--- src/rtl/bt_pkg.sv ---
package bt_pkg;
    typedef enum logic [1:0] {
        SEL_PREDIV = 2'd0,
        SEL_NUM    = 2'd1,
        SEL_DEN    = 2'd2,
        SEL_NONE   = 2'd3
    } wr_sel_e;

    typedef enum logic {
        CFG_IDLE  = 1'b0,
        CFG_ARMED = 1'b1
    } cfg_state_e;

    localparam logic [2:0] RESET_CODE = 3'd5;

    function automatic logic [2:0] prediv_ratio(input logic [2:0] code);
        logic [2:0] r;
        unique case (code)
            3'd0: r = 3'd6;
            3'd1: r = 3'd5;
            3'd2: r = 3'd4;
            3'd3: r = 3'd3;
            3'd4: r = 3'd2;
            3'd6: r = 3'd7;
            default: r = 3'd1;
        endcase
        return r;
    endfunction
endpackage

--- src/rtl/bt_cfg.sv ---
module bt_cfg
    import bt_pkg::*;
#(
    parameter int RATE_W = 16
) (
    input  logic              clk,
    input  logic              rst_n,
    input  logic              wr_en,
    input  logic [1:0]        wr_sel,
    input  logic [RATE_W-1:0] wr_data,
    output logic [2:0]        code_q,
    output logic [RATE_W-1:0] num_q,
    output logic [RATE_W-1:0] den_q,
    output logic              code_load,
    output logic              pair_load
);
    localparam logic [RATE_W-1:0] RESET_NUM = RATE_W'(15);

    cfg_state_e        state_q, state_d;
    logic [RATE_W-1:0] shadow_q;
    wr_sel_e           sel;

    assign sel = wr_sel_e'(wr_sel);

    // State register
    always_ff @(posedge clk) begin
        if (!rst_n) state_q <= CFG_IDLE;
        else        state_q <= state_d;
    end

    // Next state and load strobes
    always_comb begin
        state_d   = state_q;
        code_load = wr_en && (sel == SEL_PREDIV);
        pair_load = 1'b0;
        unique case (state_q)
            CFG_IDLE: begin
                if (wr_en && sel == SEL_NUM) state_d = CFG_ARMED;
            end
            CFG_ARMED: begin
                if (wr_en) begin
                    if (sel == SEL_NUM) begin
                        state_d = CFG_ARMED;
                    end else begin
                        state_d   = CFG_IDLE;
                        pair_load = (sel == SEL_DEN);
                    end
                end
            end
            default: state_d = CFG_IDLE;
        endcase
    end

    // Setting registers
    always_ff @(posedge clk) begin
        if (!rst_n) begin
            code_q   <= RESET_CODE;
            num_q    <= RESET_NUM;
            den_q    <= '0;
            shadow_q <= RESET_NUM;
        end else begin
            if (wr_en && sel == SEL_NUM) shadow_q <= wr_data;
            if (code_load) code_q <= wr_data[2:0];
            if (pair_load) begin
                num_q <= shadow_q;
                den_q <= wr_data;
            end
        end
    end
endmodule

--- src/rtl/bt_prediv.sv ---
module bt_prediv
    import bt_pkg::*;
(
    input  logic       clk,
    input  logic       rst_n,
    input  logic [2:0] code,
    input  logic       restart,
    output logic       en
);
    logic [2:0] cnt_q;
    logic [2:0] last;

    assign last = prediv_ratio(code) - 3'd1;
    assign en   = (cnt_q == last);

    always_ff @(posedge clk) begin
        if (!rst_n || restart) cnt_q <= '0;
        else if (en)           cnt_q <= '0;
        else                   cnt_q <= cnt_q + 3'd1;
    end
endmodule

--- src/rtl/bt_rate_acc.sv ---
module bt_rate_acc #(
    parameter int RATE_W = 16
) (
    input  logic              clk,
    input  logic              rst_n,
    input  logic              en,
    input  logic              clear,
    input  logic [RATE_W-1:0] num,
    input  logic [RATE_W-1:0] den,
    output logic              tick
);
    localparam logic [RATE_W:0] ONE = {{RATE_W{1'b0}}, 1'b1};

    logic [RATE_W:0] acc_q, sum, step_up, step_dn;
    logic            hit, saturate;

    assign step_up  = {1'b0, num} + ONE;
    assign step_dn  = {1'b0, den} + ONE;
    assign sum      = acc_q + step_up;
    assign hit      = (sum >= step_dn);
    assign saturate = (num > den);

    always_ff @(posedge clk) begin
        if (!rst_n || clear) begin
            acc_q <= '0;
            tick  <= 1'b0;
        end else if (en) begin
            tick <= hit;
            if (saturate)  acc_q <= '0;
            else if (hit)  acc_q <= sum - step_dn;
            else           acc_q <= sum;
        end else begin
            tick <= 1'b0;
        end
    end
endmodule

--- src/rtl/baud_tick_gen.sv ---
module baud_tick_gen #(
    parameter int RATE_W = 16
) (
    input  logic              clk,
    input  logic              rst_n,
    input  logic              wr_en,
    input  logic [1:0]        wr_sel,
    input  logic [RATE_W-1:0] wr_data,
    output logic              tick_o,
    output logic [2:0]        prediv_o,
    output logic [RATE_W-1:0] num_o,
    output logic [RATE_W-1:0] den_o
);
    logic code_load, pair_load, pre_en;

    bt_cfg #(.RATE_W(RATE_W)) i_cfg (
        .clk       (clk),
        .rst_n     (rst_n),
        .wr_en     (wr_en),
        .wr_sel    (wr_sel),
        .wr_data   (wr_data),
        .code_q    (prediv_o),
        .num_q     (num_o),
        .den_q     (den_o),
        .code_load (code_load),
        .pair_load (pair_load)
    );

    bt_prediv i_prediv (
        .clk     (clk),
        .rst_n   (rst_n),
        .code    (prediv_o),
        .restart (code_load),
        .en      (pre_en)
    );

    bt_rate_acc #(.RATE_W(RATE_W)) i_acc (
        .clk   (clk),
        .rst_n (rst_n),
        .en    (pre_en),
        .clear (pair_load),
        .num   (num_o),
        .den   (den_o),
        .tick  (tick_o)
    );
endmodule

--- config.mk ---
export PLATFORM = sky130hd
export DESIGN_NAME = baud_tick_gen
export DESIGN_NICKNAME = d
export VERILOG_FILES = /design/src/rtl/bt_pkg.sv /design/src/rtl/bt_cfg.sv /design/src/rtl/bt_prediv.sv /design/src/rtl/bt_rate_acc.sv /design/src/rtl/baud_tick_gen.sv
export SDC_FILE = /design/constraint.sdc
export NUM_CORES = 1
export LEC_CHECK = 0
export BUFFER_PORTS_ARGS = -buffer_cell sky130_fd_sc_hd__buf_2
export CAP_MARGIN = 20
export CORE_MARGIN = 2
export CORE_UTILIZATION = 40
export DETAILED_ROUTE_END_ITERATION = 10
export MAX_ROUTING_LAYER = met4
export PLACE_DENSITY_LB_ADDON = 0.2
export SLEW_MARGIN = 20
export SYNTH_ARGS = -nofsm -noshare
export SYNTH_HDL_FRONTEND = slang
export SYNTH_HIERARCHICAL = 1
export SYNTH_SLANG_ARGS = --single-unit
--- constraint.sdc ---
create_clock -name clk -period 4.65 [get_ports clk]
set_input_delay 0.93 -clock clk [delete_from_list [all_inputs] [get_ports clk]]
set_output_delay 0.93 -clock clk [all_outputs]
set_load 0.01 [all_outputs]
==> reports/results.txt <==
data arrival at the endpoint of the critical path -> 4540 ps
initial antenna violation count -> 0
number of hold-repair buffers added at the cts stage -> 0
post-detailed-placement half-perimeter wirelength -> 10700 um
Max stage delay cell, worst path -> sky130_fd_sc_hd__fa_1
number of remaining DRC errors -> 0
Post-Syn Area -> 5430 sq um
min-delay worst type -> register to register
origin of the critical flop-to-flop path -> i_cfg/num_q[0]$_SDFFE_PN1P_
fmax -> 234 MHz
Synth area leader -> sky130_fd_sc_hd__dfxtp_1
via count of the routed design -> 4604
Total Routed Length -> 13600 um
most instantiated library cell after synthesis -> sky130_fd_sc_hd__nand2_1
switch share -> 0.274
longest individual stage delay on the worst path -> 410 ps
initial drt markers -> 187
post-route clock period utilization -> 0.920
detailed-route wire length per cell -> 15.9 um
result of the run -> complete, no violations
largest clock skew in the final design -> 5.37 ps
max-cap check violation count -> 0
predominant post-synthesis flop cell -> sky130_fd_sc_hd__dfxtp_1
critical path startpoint -> i_cfg/num_q[0]$_SDFFE_PN1P_
TritonCTS Buffers -> 9
Die Width -> 120 um
maximum fanout along the worst path -> 8
Cell Pwr Density -> 302 nW/um^2
total area of multi-input combinational cells -> 3710 sq um
worst-case register-to-register setup slack -> 370 ps
sw power -> 508 uW
Period minus WS final -> 4280 ps
headroom to the max-slew limit -> 0.315
total grt overflow -> 0
diode insertion count for antenna repair -> 0
DRT antenna net count -> 0
register area -> 1460 sq um
library cells used by synthesis -> 66
r2r endpoint -> i_acc/acc_q[0]$_SDFFE_PP0P_
detailed-routing iteration count for the pre-antenna-repair pass -> 4
Worst Setup Path Type -> register to register
clock insertion delay at the later pin of the skew report -> 340 ps
Async SR Flop Fraction -> 0
# nets final -> 749
final slew viol count -> 0
number of failing hold endpoints at the final stage -> 0
Post-synth EDFFs -> 0
most frequent cells after synthesis -> sky130_fd_sc_hd__nand2_1, sky130_fd_sc_hd__dfxtp_1, sky130_fd_sc_hd__mux2i_1
Int Power -> 1.35 mW
post-cts resize count -> 0
largest net degree at the start of global routing -> 76
actual slew at the worst max-slew pin -> 1020 ps
overall die area -> 14500 sq um
number of global-route vias before repair -> 4426
RSZ-0062 raised after global routing -> no
TritonCTS clock tree -> built
count of buffers added by post-CTS timing repair for setup -> 0
Clock Sinks -> 73
Mapped Cells -> 631
accumulated negative setup slack -> 0 ps
share of post-route cells with drive strength above 1 -> 0.134
Worst Slack Setup Final -> 372 ps
Worst Setup EP -> i_acc/acc_q[0]$_SDFFE_PP0P_
Synth Area per Inst -> 8.60 sq um
critical path endpoint category -> register
maximum VDD drop -> 0.317 mV
global routing usage summed across all routing layers -> 0.200
layout filler cell count -> 1353
top area cells in the synthesized netlist -> sky130_fd_sc_hd__dfxtp_1, sky130_fd_sc_hd__mux2i_1, sky130_fd_sc_hd__ha_1, sky130_fd_sc_hd__nand2_1, sky130_fd_sc_hd__xnor2_1
post-route cell area -> 6140 sq um
CP cell instances -> inv_1 -> ha_1 -> inv_1 -> fa_1 -> a211oi_1 -> o21a_1 -> o31ai_1 -> a21oi_1 -> xnor2_1 -> ha_1 -> a211o_1 -> a2111oi_4 -> nor3_2 -> a31oi_4 -> o21a_1 -> mux2_1 -> o21ai_1
portion of the post-synthesis area used by sequential elements -> 0.269
net count after synthesis -> 706
Worst Reg-to-Reg Cells -> 17
buffers from clock root to sink, at most -> 2
gp weighted congestion -> 0.920
Post-Place Cell Area -> 5790 sq um
global-route wire length before repair -> 22600 um
clock root cell -> sky130_fd_sc_hd__clkbuf_16
power share of the combinational group -> 0.217
required time worst endpoint -> 4910 ps
clock transition at the registers of the reported paths -> 60 ps
Startpoint Class -> register
initial standard-cell utilization of the core -> 0.410
static leakage -> 2.69 nW
post-detailed-route via-to-cell ratio -> 5.38
standard-cell row count -> 42
synthesis-to-layout area growth -> 13.2%
htree depth -> 3
Clock Power Share -> 0.433
core area -> 13200 sq um
Vert. Die Dim -> 120 um
portion of total power attributed to sequential cells -> 0.351
share of the synthesized area in the top cell type -> 0.269
number of flip-flops and latches in the synthesized netlist -> 73
Synth Warn # -> 6
worst-case setup slack after placement -> 258 ps
worst slack on hold paths -> 465 ps
top-level I/O count -> 57
count of input and output buffers -> 56
count of endpoints failing setup in the final report -> 0
==> state kept, by name, summed over array words and instances (netlist names), named ones only <==
name and cells:
i_cfg/num_q 16, i_acc/acc_q 17, i_cfg/code_q 3, i_prediv/cnt_q 3, i_acc/tick 1, i_cfg/shadow_q 16, i_cfg/den_q 16
==> worst max-delay path: cells and delay by family, from the launching register on <==
family | cells | cell delay, ps
XOR/XNOR | 1 | 180
buffers and inverters | 2 | 150
AO/OA/AOI/OAI | 9 | 2140
multiplexers | 1 | 350
AND/OR/NAND/NOR | 1 | 130
adder cells (fa/ha/maj) | 3 | 950
flip-flops | 1 | 320
==> cell type report <==
| cell class | count | share of cell area |
|---|---|---|
| Inverter | 30 | 0.0183 |
| Tap cell | 176 | 0.0359 |
| Sequential cell | 73 | 0.238 |
| Timing Repair Buffer | 58 | 0.0481 |
| Multi-Input combinational cell | 502 | 0.604 |
| Clock inverter | 6 | 0.0183 |
| Clock buffer | 10 | 0.0373 |
==> placed cells by master, fill, tap and decap left out, drive strengths merged, types with 8 or more instances in the layout <==
master,n
ha,52
buf,58
nand3,14
o21ai,32
dfxtp,73
xor2,10
nor2,25
nand2,92
nand2b,8
nor3,11
xnor2,30
inv,32
nor2b,21
a21o,12
a21oi,30
clkbuf,10
o21a,11
nand4,10
mux2i,69
==> routing by layer <==
metal | part of all wire | vias to the layer above | global-route usage
li1 | - | 2345 | -
met1 | 0.51 | 2164 | 0.287
met4 | 0.011 | 0 | 0.0516
met5 | 0 | - | -
met2 | 0.45 | 84 | 0.299
met3 | 0.031 | 11 | 0.0222
==> power groups by stage <==
| stage | Sequential [mW] | Clock [mW] | Combinational, mW |
|---|---|---|---|
| final | 0.650 | 0.802 | 0.402 |
| after global routing | 0.651 | 0.851 | 0.442 |
| after CTS | 0.650 | 0.817 | 0.403 |
| after detailed placement | 0.663 | 0 | 0.400 |
| after global placement | 0.663 | 0 | 0.399 |
| after floorplan | 0.663 | 0 | 0.324 |
==> stage by stage <==
stage | instances | power, mW | util
after floorplan | 631 | 0.987 | -
after global placement | 839 | 1.06 | 0.437
after detailed placement | 839 | 1.06 | 0.437
after CTS | 855 | 1.87 | 0.463
after global routing | 855 | 1.94 | 0.464
final | 855 | 1.85 | 0.464
==> worst min path at each step <==
| stage | slack (ps) | start | cells past startpoint | endpoint |
|---|---|---|---|---|
| after floorplan | 430 | i_acc/acc_q[0]$_SDFFE_PP0P_ | 2 | i_acc/acc_q[0]$_SDFFE_PP0P_ |
| after global placement | 440 | i_acc/acc_q[0]$_SDFFE_PP0P_ | 2 | i_acc/acc_q[0]$_SDFFE_PP0P_ |
| after detailed placement | 450 | i_acc/acc_q[15]$_SDFFE_PP0P_ | 2 | i_acc/acc_q[15]$_SDFFE_PP0P_ |
| after CTS | 460 | i_acc/acc_q[0]$_SDFFE_PP0P_ | 2 | i_acc/acc_q[0]$_SDFFE_PP0P_ |
| after global routing | 490 | i_acc/acc_q[0]$_SDFFE_PP0P_ | 2 | i_acc/acc_q[0]$_SDFFE_PP0P_ |
| final | 470 | i_cfg/shadow_q[15]$_SDFFE_PN0P_ | 2 | i_cfg/num_q[15]$_SDFFE_PN0P_ |
==> cell families (layout without fill, tap and decap cells) <==
family | count (synthesis) | count (layout) | share of synthesized area
xor gates and xnor gates | 40 | 40 | 0.0645
and+or+nand+nor | 203 | 203 | 0.180
DFF | 73 | 73 | 0.269
muxes | 71 | 71 | 0.131
adders and majority gates | 54 | 54 | 0.127
buffers and inverters | 56 | 104 | 0.0496
AOI/OAI and AO/OA | 134 | 134 | 0.178
(Power assumes the default switching activity.)
